**src/rtl/cse_pkg.sv**
```systemverilog
package cse_pkg;

    // Generator for the per-segment coefficient set: raw = seg*mul + add,
    // low w bits taken as a two's-complement integer.
    function automatic int seg_coef(input int k, input int seg, input int w);
        longint mul;
        longint add;
        longint t;
        longint span;
        case (k)
            0:       begin mul = 40503;  add = 12345;  end
            1:       begin mul = 9973;   add = 200001; end
            2:       begin mul = 77773;  add = 5555;   end
            default: begin mul = 104729; add = 171717; end
        endcase
        span = longint'(1) << w;
        t = (longint'(seg) * mul + add) % span;
        if (t >= span / 2) t = t - span;
        return int'(t);
    endfunction

endpackage

```
**src/rtl/cse_coef_rom.sv**
```systemverilog
module cse_coef_rom #(
    parameter int IDX_W = 6,
    parameter int CW    = 18,
    parameter int KSEL  = 0
) (
    input  logic [IDX_W-1:0]     idx_i,
    output logic signed [CW-1:0] coef_o
);
    localparam int NSEG = 1 << IDX_W;

    logic signed [CW-1:0] tbl [NSEG];

    for (genvar i = 0; i < NSEG; i++) begin : g_entry
        assign tbl[i] = CW'(cse_pkg::seg_coef(KSEL, i, CW));
    end

    assign coef_o = tbl[idx_i];

endmodule

```
**src/rtl/cse_csa_mac.sv**
```systemverilog
module cse_csa_mac #(
    parameter int XW    = 10,
    parameter int AW    = 28,
    parameter int CW    = 18,
    parameter int SHIFT = 4
) (
    input  logic signed [AW-1:0] s_i,
    input  logic signed [AW-1:0] c_i,
    input  logic [XW-1:0]        x_i,
    input  logic signed [CW-1:0] k_i,
    output logic signed [AW-1:0] s_o,
    output logic signed [AW-1:0] c_o
);
    localparam int PW = AW + XW + 1;

    logic signed [XW:0]   xs;
    logic signed [PW-1:0] ps_full;
    logic signed [PW-1:0] pc_full;
    logic signed [AW-1:0] ps;
    logic signed [AW-1:0] pc;
    logic signed [AW-1:0] kx;

    always_comb begin
        xs      = signed'({1'b0, x_i});
        // each redundant half is scaled by x on its own
        ps_full = PW'(s_i) * PW'(xs);
        pc_full = PW'(c_i) * PW'(xs);
        ps      = AW'(ps_full >>> XW);
        pc      = AW'(pc_full >>> XW);
        kx      = AW'(k_i) <<< SHIFT;
        // 3:2 compression folds in the coefficient without a carry chain
        s_o     = ps ^ pc ^ kx;
        c_o     = ((ps & pc) | (ps & kx) | (pc & kx)) << 1;
    end

endmodule

```
**src/rtl/cse_horner_step.sv**
```systemverilog
module cse_horner_step #(
    parameter int IDX_W = 6,
    parameter int XW    = 10,
    parameter int CW    = 18,
    parameter int CF    = 16,
    parameter int AF    = 20,
    parameter int AW    = 28,
    parameter int KSEL  = 2
) (
    input  logic                        clk,
    input  logic                        rst,
    input  logic                        v_i,
    input  logic [IDX_W+XW-1:0]         arg_i,
    input  logic signed [AW-1:0]        s_i,
    input  logic signed [AW-1:0]        c_i,
    output logic                        v_o,
    output logic [IDX_W+XW-1:0]         arg_o,
    output logic signed [AW-1:0]        s_o,
    output logic signed [AW-1:0]        c_o
);
    localparam int ARG_W = IDX_W + XW;

    typedef struct packed {
        logic                 v;
        logic [ARG_W-1:0]     arg;
        logic signed [AW-1:0] s;
        logic signed [AW-1:0] c;
    } hstep_t;

    hstep_t               st_d;
    hstep_t               st_q;
    logic signed [CW-1:0] coef;
    logic signed [AW-1:0] s_new;
    logic signed [AW-1:0] c_new;

    cse_coef_rom #(.IDX_W(IDX_W), .CW(CW), .KSEL(KSEL)) u_rom (
        .idx_i  (arg_i[ARG_W-1:XW]),
        .coef_o (coef)
    );

    cse_csa_mac #(.XW(XW), .AW(AW), .CW(CW), .SHIFT(AF-CF)) u_mac (
        .s_i (s_i),
        .c_i (c_i),
        .x_i (arg_i[XW-1:0]),
        .k_i (coef),
        .s_o (s_new),
        .c_o (c_new)
    );

    always_comb begin
        st_d     = st_q;
        st_d.v   = v_i;
        st_d.arg = arg_i;
        st_d.s   = s_new;
        st_d.c   = c_new;
    end

    always_ff @(posedge clk) begin
        st_q <= st_d;
        if (rst) st_q.v <= 1'b0;
    end

    assign v_o   = st_q.v;
    assign arg_o = st_q.arg;
    assign s_o   = st_q.s;
    assign c_o   = st_q.c;

    // a valid entry always moves on one stage per edge
    p_step_advance_r6: assert property (@(posedge clk) disable iff (rst)
        v_i |=> v_o);

    // an empty slot stays empty as it moves
    p_step_bubble_r7: assert property (@(posedge clk) disable iff (rst)
        !v_i |=> !v_o);

    // the argument travels unchanged alongside its partial result
    p_step_arg_r1: assert property (@(posedge clk) disable iff (rst)
        v_i |=> (arg_o == $past(arg_i)));

endmodule

```
**src/rtl/cse_final_step.sv**
```systemverilog
module cse_final_step #(
    parameter int IDX_W = 6,
    parameter int XW    = 10,
    parameter int CW    = 18,
    parameter int CF    = 16,
    parameter int AF    = 20,
    parameter int AW    = 28,
    parameter int OW    = 20,
    parameter int OF    = 16
) (
    input  logic                 clk,
    input  logic                 rst,
    input  logic                 v_i,
    input  logic [IDX_W+XW-1:0]  arg_i,
    input  logic signed [AW-1:0] s_i,
    input  logic signed [AW-1:0] c_i,
    output logic                 v_o,
    output logic signed [OW-1:0] y_o
);
    localparam int ARG_W = IDX_W + XW;
    localparam int DROP  = AF - OF;
    localparam int HALF  = 1 << (DROP - 1);

    typedef struct packed {
        logic                 v;
        logic signed [OW-1:0] y;
    } fstep_t;

    fstep_t               st_d;
    fstep_t               st_q;
    logic signed [CW-1:0] coef;
    logic signed [AW-1:0] s_new;
    logic signed [AW-1:0] c_new;
    logic signed [AW-1:0] total;
    logic signed [AW-1:0] rounded;

    cse_coef_rom #(.IDX_W(IDX_W), .CW(CW), .KSEL(0)) u_rom (
        .idx_i  (arg_i[ARG_W-1:XW]),
        .coef_o (coef)
    );

    cse_csa_mac #(.XW(XW), .AW(AW), .CW(CW), .SHIFT(AF-CF)) u_mac (
        .s_i (s_i),
        .c_i (c_i),
        .x_i (arg_i[XW-1:0]),
        .k_i (coef),
        .s_o (s_new),
        .c_o (c_new)
    );

    always_comb begin
        st_d    = st_q;
        // the only carry-propagate addition in the datapath
        total   = s_new + c_new;
        rounded = (total + AW'(HALF)) >>> DROP;
        st_d.v  = v_i;
        st_d.y  = OW'(rounded);
    end

    always_ff @(posedge clk) begin
        st_q <= st_d;
        if (rst) st_q.v <= 1'b0;
    end

    assign v_o = st_q.v;
    assign y_o = st_q.y;

    // the last stage never adds or drops a result
    p_final_valid_r5: assert property (@(posedge clk) disable iff (rst)
        v_i |=> v_o);

    p_final_bubble_r7: assert property (@(posedge clk) disable iff (rst)
        !v_i |=> !v_o);

endmodule

```
**src/rtl/cubic_seg_eval.sv**
```systemverilog
module cubic_seg_eval #(
    parameter int IDX_W = 6,
    parameter int XW    = 10,
    parameter int CW    = 18,
    parameter int CF    = 16,
    parameter int AF    = 20,
    parameter int OW    = 20,
    parameter int OF    = 16
) (
    input  logic                   clk,
    input  logic                   rst,
    input  logic                   in_valid,
    input  logic [IDX_W+XW-1:0]    in_arg,
    output logic                   out_valid,
    output logic signed [OW-1:0]   out_y
);
    localparam int ARG_W  = IDX_W + XW;
    // guard for the worst-case growth of the redundant pair over three steps
    localparam int AW     = AF + (CW - CF) + 6;
    localparam int NSTEP  = 2;

    typedef struct packed {
        logic                 v;
        logic [ARG_W-1:0]     arg;
        logic signed [AW-1:0] acc;
    } lead_t;

    lead_t                lead_d;
    lead_t                lead_q;
    logic signed [CW-1:0] c3;

    logic                 v_w   [NSTEP+1];
    logic [ARG_W-1:0]     a_w   [NSTEP+1];
    logic signed [AW-1:0] s_w   [NSTEP+1];
    logic signed [AW-1:0] c_w   [NSTEP+1];

    // stage 1: segment lookup of the leading coefficient
    cse_coef_rom #(.IDX_W(IDX_W), .CW(CW), .KSEL(3)) u_rom_c3 (
        .idx_i  (in_arg[ARG_W-1:XW]),
        .coef_o (c3)
    );

    always_comb begin
        lead_d     = lead_q;
        lead_d.v   = in_valid;
        lead_d.arg = in_arg;
        lead_d.acc = AW'(c3) <<< (AF - CF);
    end

    always_ff @(posedge clk) begin
        lead_q <= lead_d;
        if (rst) lead_q.v <= 1'b0;
    end

    assign v_w[0] = lead_q.v;
    assign a_w[0] = lead_q.arg;
    assign s_w[0] = lead_q.acc;
    assign c_w[0] = '0;

    // stages 2 and 3: redundant multiply-add with c2, then c1
    for (genvar j = 0; j < NSTEP; j++) begin : g_step
        cse_horner_step #(
            .IDX_W(IDX_W), .XW(XW), .CW(CW), .CF(CF), .AF(AF), .AW(AW),
            .KSEL(NSTEP - j)
        ) u_step (
            .clk   (clk),
            .rst   (rst),
            .v_i   (v_w[j]),
            .arg_i (a_w[j]),
            .s_i   (s_w[j]),
            .c_i   (c_w[j]),
            .v_o   (v_w[j+1]),
            .arg_o (a_w[j+1]),
            .s_o   (s_w[j+1]),
            .c_o   (c_w[j+1])
        );
    end

    // stage 4: multiply-add with c0, resolve and round
    cse_final_step #(
        .IDX_W(IDX_W), .XW(XW), .CW(CW), .CF(CF), .AF(AF), .AW(AW),
        .OW(OW), .OF(OF)
    ) u_final (
        .clk   (clk),
        .rst   (rst),
        .v_i   (v_w[NSTEP]),
        .arg_i (a_w[NSTEP]),
        .s_i   (s_w[NSTEP]),
        .c_i   (c_w[NSTEP]),
        .v_o   (out_valid),
        .y_o   (out_y)
    );

    // fixed four-edge latency from accepted argument to result
    p_latency_r5: assert property (@(posedge clk) disable iff (rst)
        in_valid |-> ##4 out_valid);

    // idle input cycles reappear as idle output cycles
    p_idle_r7: assert property (@(posedge clk) disable iff (rst)
        !in_valid |-> ##4 !out_valid);

    // reset empties the pipeline at once
    p_reset_clear_r8: assert property (@(posedge clk)
        rst |=> !out_valid);

endmodule

```
**config.mk**
```make
export PLATFORM = sky130hd
export DESIGN_NAME = cubic_seg_eval
export DESIGN_NICKNAME = d
export VERILOG_FILES = /design/src/rtl/cse_pkg.sv /design/src/rtl/cse_coef_rom.sv /design/src/rtl/cse_csa_mac.sv /design/src/rtl/cse_horner_step.sv /design/src/rtl/cse_final_step.sv /design/src/rtl/cubic_seg_eval.sv
export SDC_FILE = /design/constraint.sdc
export NUM_CORES = 2
export LEC_CHECK = 0
export ABC_AREA = 1
export BUFFER_PORTS_ARGS = -buffer_cell sky130_fd_sc_hd__buf_4
export CORE_MARGIN = 4
export CORE_UTILIZATION = 49
export CTS_BUF_LIST = sky130_fd_sc_hd__clkbuf_8
export DETAILED_ROUTE_END_ITERATION = 10
export PLACE_DENSITY = 0.64
export SLEW_MARGIN = 20
export SYNTH_ARGS = -nofsm -noshare
export SYNTH_HDL_FRONTEND = slang
export SYNTH_SLANG_ARGS = --single-unit
export TNS_END_PERCENT = 10
```
**constraint.sdc**
```tcl
create_clock -name clk -period 13.1 [get_ports clk]
set_input_delay 1.31 -clock clk [delete_from_list [all_inputs] [get_ports clk]]
set_output_delay 1.31 -clock clk [all_outputs]
set_load 0.005 [all_outputs]
```
==> results.tsv <==
metric	value	unit
outcome	complete, no violations	
Data required, critical path	13.58	ns
CTS tree	done	
Finish-stage setup viols	0	
Mapped Area	0.0507	mm^2
synthesis-to-finish area growth	3.09	%
post-synthesis sequential area ratio	7.38	%
Nets	7960	
post-synthesis mux area share	0	%
# DRC	0	
clock tree buffer depth	2	
final hold vios	0	
number of buffers added on ports	39	
Vias	40600	
Detailed Route WL	134000	um
# fillers	9985	
cts hold-fix bufs	0	
WL/cell	17.0	um
Worst-Margin Slew	1.08	ns
cell taking the most area after synthesis	fa_1	
Root Driver	clkbuf_8	
max-cap violations	0	
routability cong.	0.932	
io pins	40	
Cell Area, Placed	0.0519	mm^2
Mapped Nets	8159	
Synth top cells by count	inv_1 (1,862), nand2_1 (1,638), fa_1 (992)	
clk sinks	187	
final instance area	0.0523	mm^2
dpl hpwl	109000	um
remaining antenna violation count	0	
critical path's slowest cell	fa_1	
routed vias/inst	5.15	
Post-Synth XOR/XNOR Area	2.90	%
Die Span X	330	um
fin. max-slew vios	0	
die height	330	um
layout cells sized above 1	2.29	%
GR Util All Layers	25.4	%
Placeable Area	0.102	mm^2
EDFF count, synth	0	
die area	0.109	mm^2
Yosys reg bits	187	
Final Skew	0.0368	ns
largest family of logic cells by synthesized area	adder cells	
Clock Latency Late Sink	0.60	ns
Initial Utilization	49.6	%
Worst setup SP type	register	
FFs w/ async S/R, synth	0	%
HP Class	reg -> reg	
Yosys top cell area share	39.1	%
Synth Instances	6704	
Worst Setup End Kind	register	
Achievable Freq	126	MHz
compound-cell area share of the yosys netlist	7.16	%
Final TNS setup	0	ns
total iterations of the first detailed-routing run	6	
most instantiated library cell after synthesis	inv_1	
Synth Area in Adders	50.1	%
crit-path max FO	55	
RSZ-0062 raised after global routing	false	
initial antenna violation count	7	
Setup CP Type	reg -> reg	
largest net degree at the start of global routing	57	
Worst slew margin	27.9	%
std cell rows	117	
YS warnings	0	
multi-input logic area	0.0388	mm^2
Tmin final	7.96	ns
final worst path period share	60.7	%
CP arrival	8.44	ns
Num CTS Buffers	17	
global-route wire length before repair	220000	um
simple-gate share of the synthesized area	16.4	%
H-tree levels	4	
Reg clk slew, reported paths	0.15	ns
grt total ovfl	0	
DRT iter0 DRCs	2928	
Yosys cell types	58	
FF/Latch Area	0.00376	mm^2
Most used DFF post-synth	dfxtp_1	
post-cts sizing count	0	
Area contributors post-synth	fa_1 (39%), inv_1 (14%), nand2_1 (12%)	
CP dominant cell by count	nand2_1	
post-CTS setup buffers	0	
Worst path max stage delay	0.54	ns
average size of a mapped cell	7.57	um^2
vias in the first global route	42200	
[critical path: cells and delay by family (launching register included)]
family / cells / cell delay, ns
DFF: 1 / 0.33
adders and majority gates: 9 / 3.98
and+or+nand+nor: 9 / 0.95
AOI/OAI and AO/OA: 8 / 1.62
buffers and inverters: 5 / 0.78
xor gates and xnor gates: 1 / 0.19
[final cells by class]
type	count	area share, %
antenna	2	0.00957
timing repair buffer	73	1.05
clock inverter	15	0.364
clock buffer	17	0.447
tap	1368	3.27
sequential	187	7.18
multi-input combinational	4356	74.3
inverter	1870	13.4
[per-stage QoR]
| stage | hold slack (ns) | util (%) | cells | worst slack, ns |
|---|---|---|---|---|
| 6_report | 0.413 | 51.1 | 7888 | 5.14 |
| 5_1_grt | 0.428 | 51.1 | 7888 | 4.53 |
| 3_3_place_gp | 0.390 | 50.7 | 7854 | 5.21 |
| 3_5_place_dp | 0.398 | 50.7 | 7854 | 5.16 |
| 4_1_cts | 0.417 | 51.1 | 7886 | 5.12 |
| 2_1_floorplan | 0.326 | - | 6704 | 5.97 |
[cells by family (layout without fill, tap and decap cells)]
family,Yosys count,after routing
buf+inv,2161,1975
simple gates,2119,2119
fa+ha+maj,1436,1436
compound gates,633,633
flops,187,187
xor+xnor,168,168
other cells,0,2
[flip-flops by register name, summed over array words and instances (netlist names)]
name / cells
g_step.u_step.s_o: 51
g_step.u_step.c_o: 46
g_step.u_step.arg_o: 32
u_final.y_o: 20
lead_q: 19
a_w: 16
g_step.u_step.v_o: 2
u_final.v_o: 1
[layer usage]
| layer | routed length, um | vias up | part of all wire [%] | GRT usage (%) |
|---|---|---|---|---|
| li1 | - | 19100 | - | - |
| met1 | 57000 | 20000 | 42 | 33.7 |
| met2 | 64700 | 1276 | 48 | 43.5 |
| met3 | 8060 | 202 | 6.0 | 3.01 |
| met4 | 4430 | 0 | 3.3 | 8.06 |
| met5 | 0 | - | 0 | 0 |
[final timing paths]
| check | start | to | slack (ns) | depth (start not counted) |
|---|---|---|---|---|
| min | g_step[1].u_step.v_o$_SDFF_PP0_ | u_final.v_o$_SDFF_PP0_ | 0.41 | 2 |
| min reg2reg | g_step[1].u_step.v_o$_SDFF_PP0_ | u_final.v_o$_SDFF_PP0_ | 0.41 | 2 |
| max reg2reg | g_step[1].u_step.arg_o[2]$_DFF_P_ | u_final.y_o[19]$_DFF_P_ | 5.14 | 32 |
| max | g_step[1].u_step.arg_o[2]$_DFF_P_ | u_final.y_o[19]$_DFF_P_ | 5.14 | 32 |
[cell usage in the layout, fill, tap and decap left out, types with 11 or more instances in the layout]
cell / n
ha_1: 444
dfxtp_1: 177
nand2_1: 1638
a211oi_1: 11
nand3_1: 121
a31oi_1: 27
xor2_1: 117
clkbuf_8: 17
fa_1: 992
nor2_1: 266
nor4_1: 18
nand4_1: 21
inv_1: 1862
buf_4: 73
o211ai_1: 22
a21oi_1: 263
nor3_1: 29
o21ai_0: 192
xnor2_1: 51
a21o_1: 18
Power is left out: the tool's default activity adds up to more than one toggle a clock period on the data nets, which glitch-free logic cannot reach.
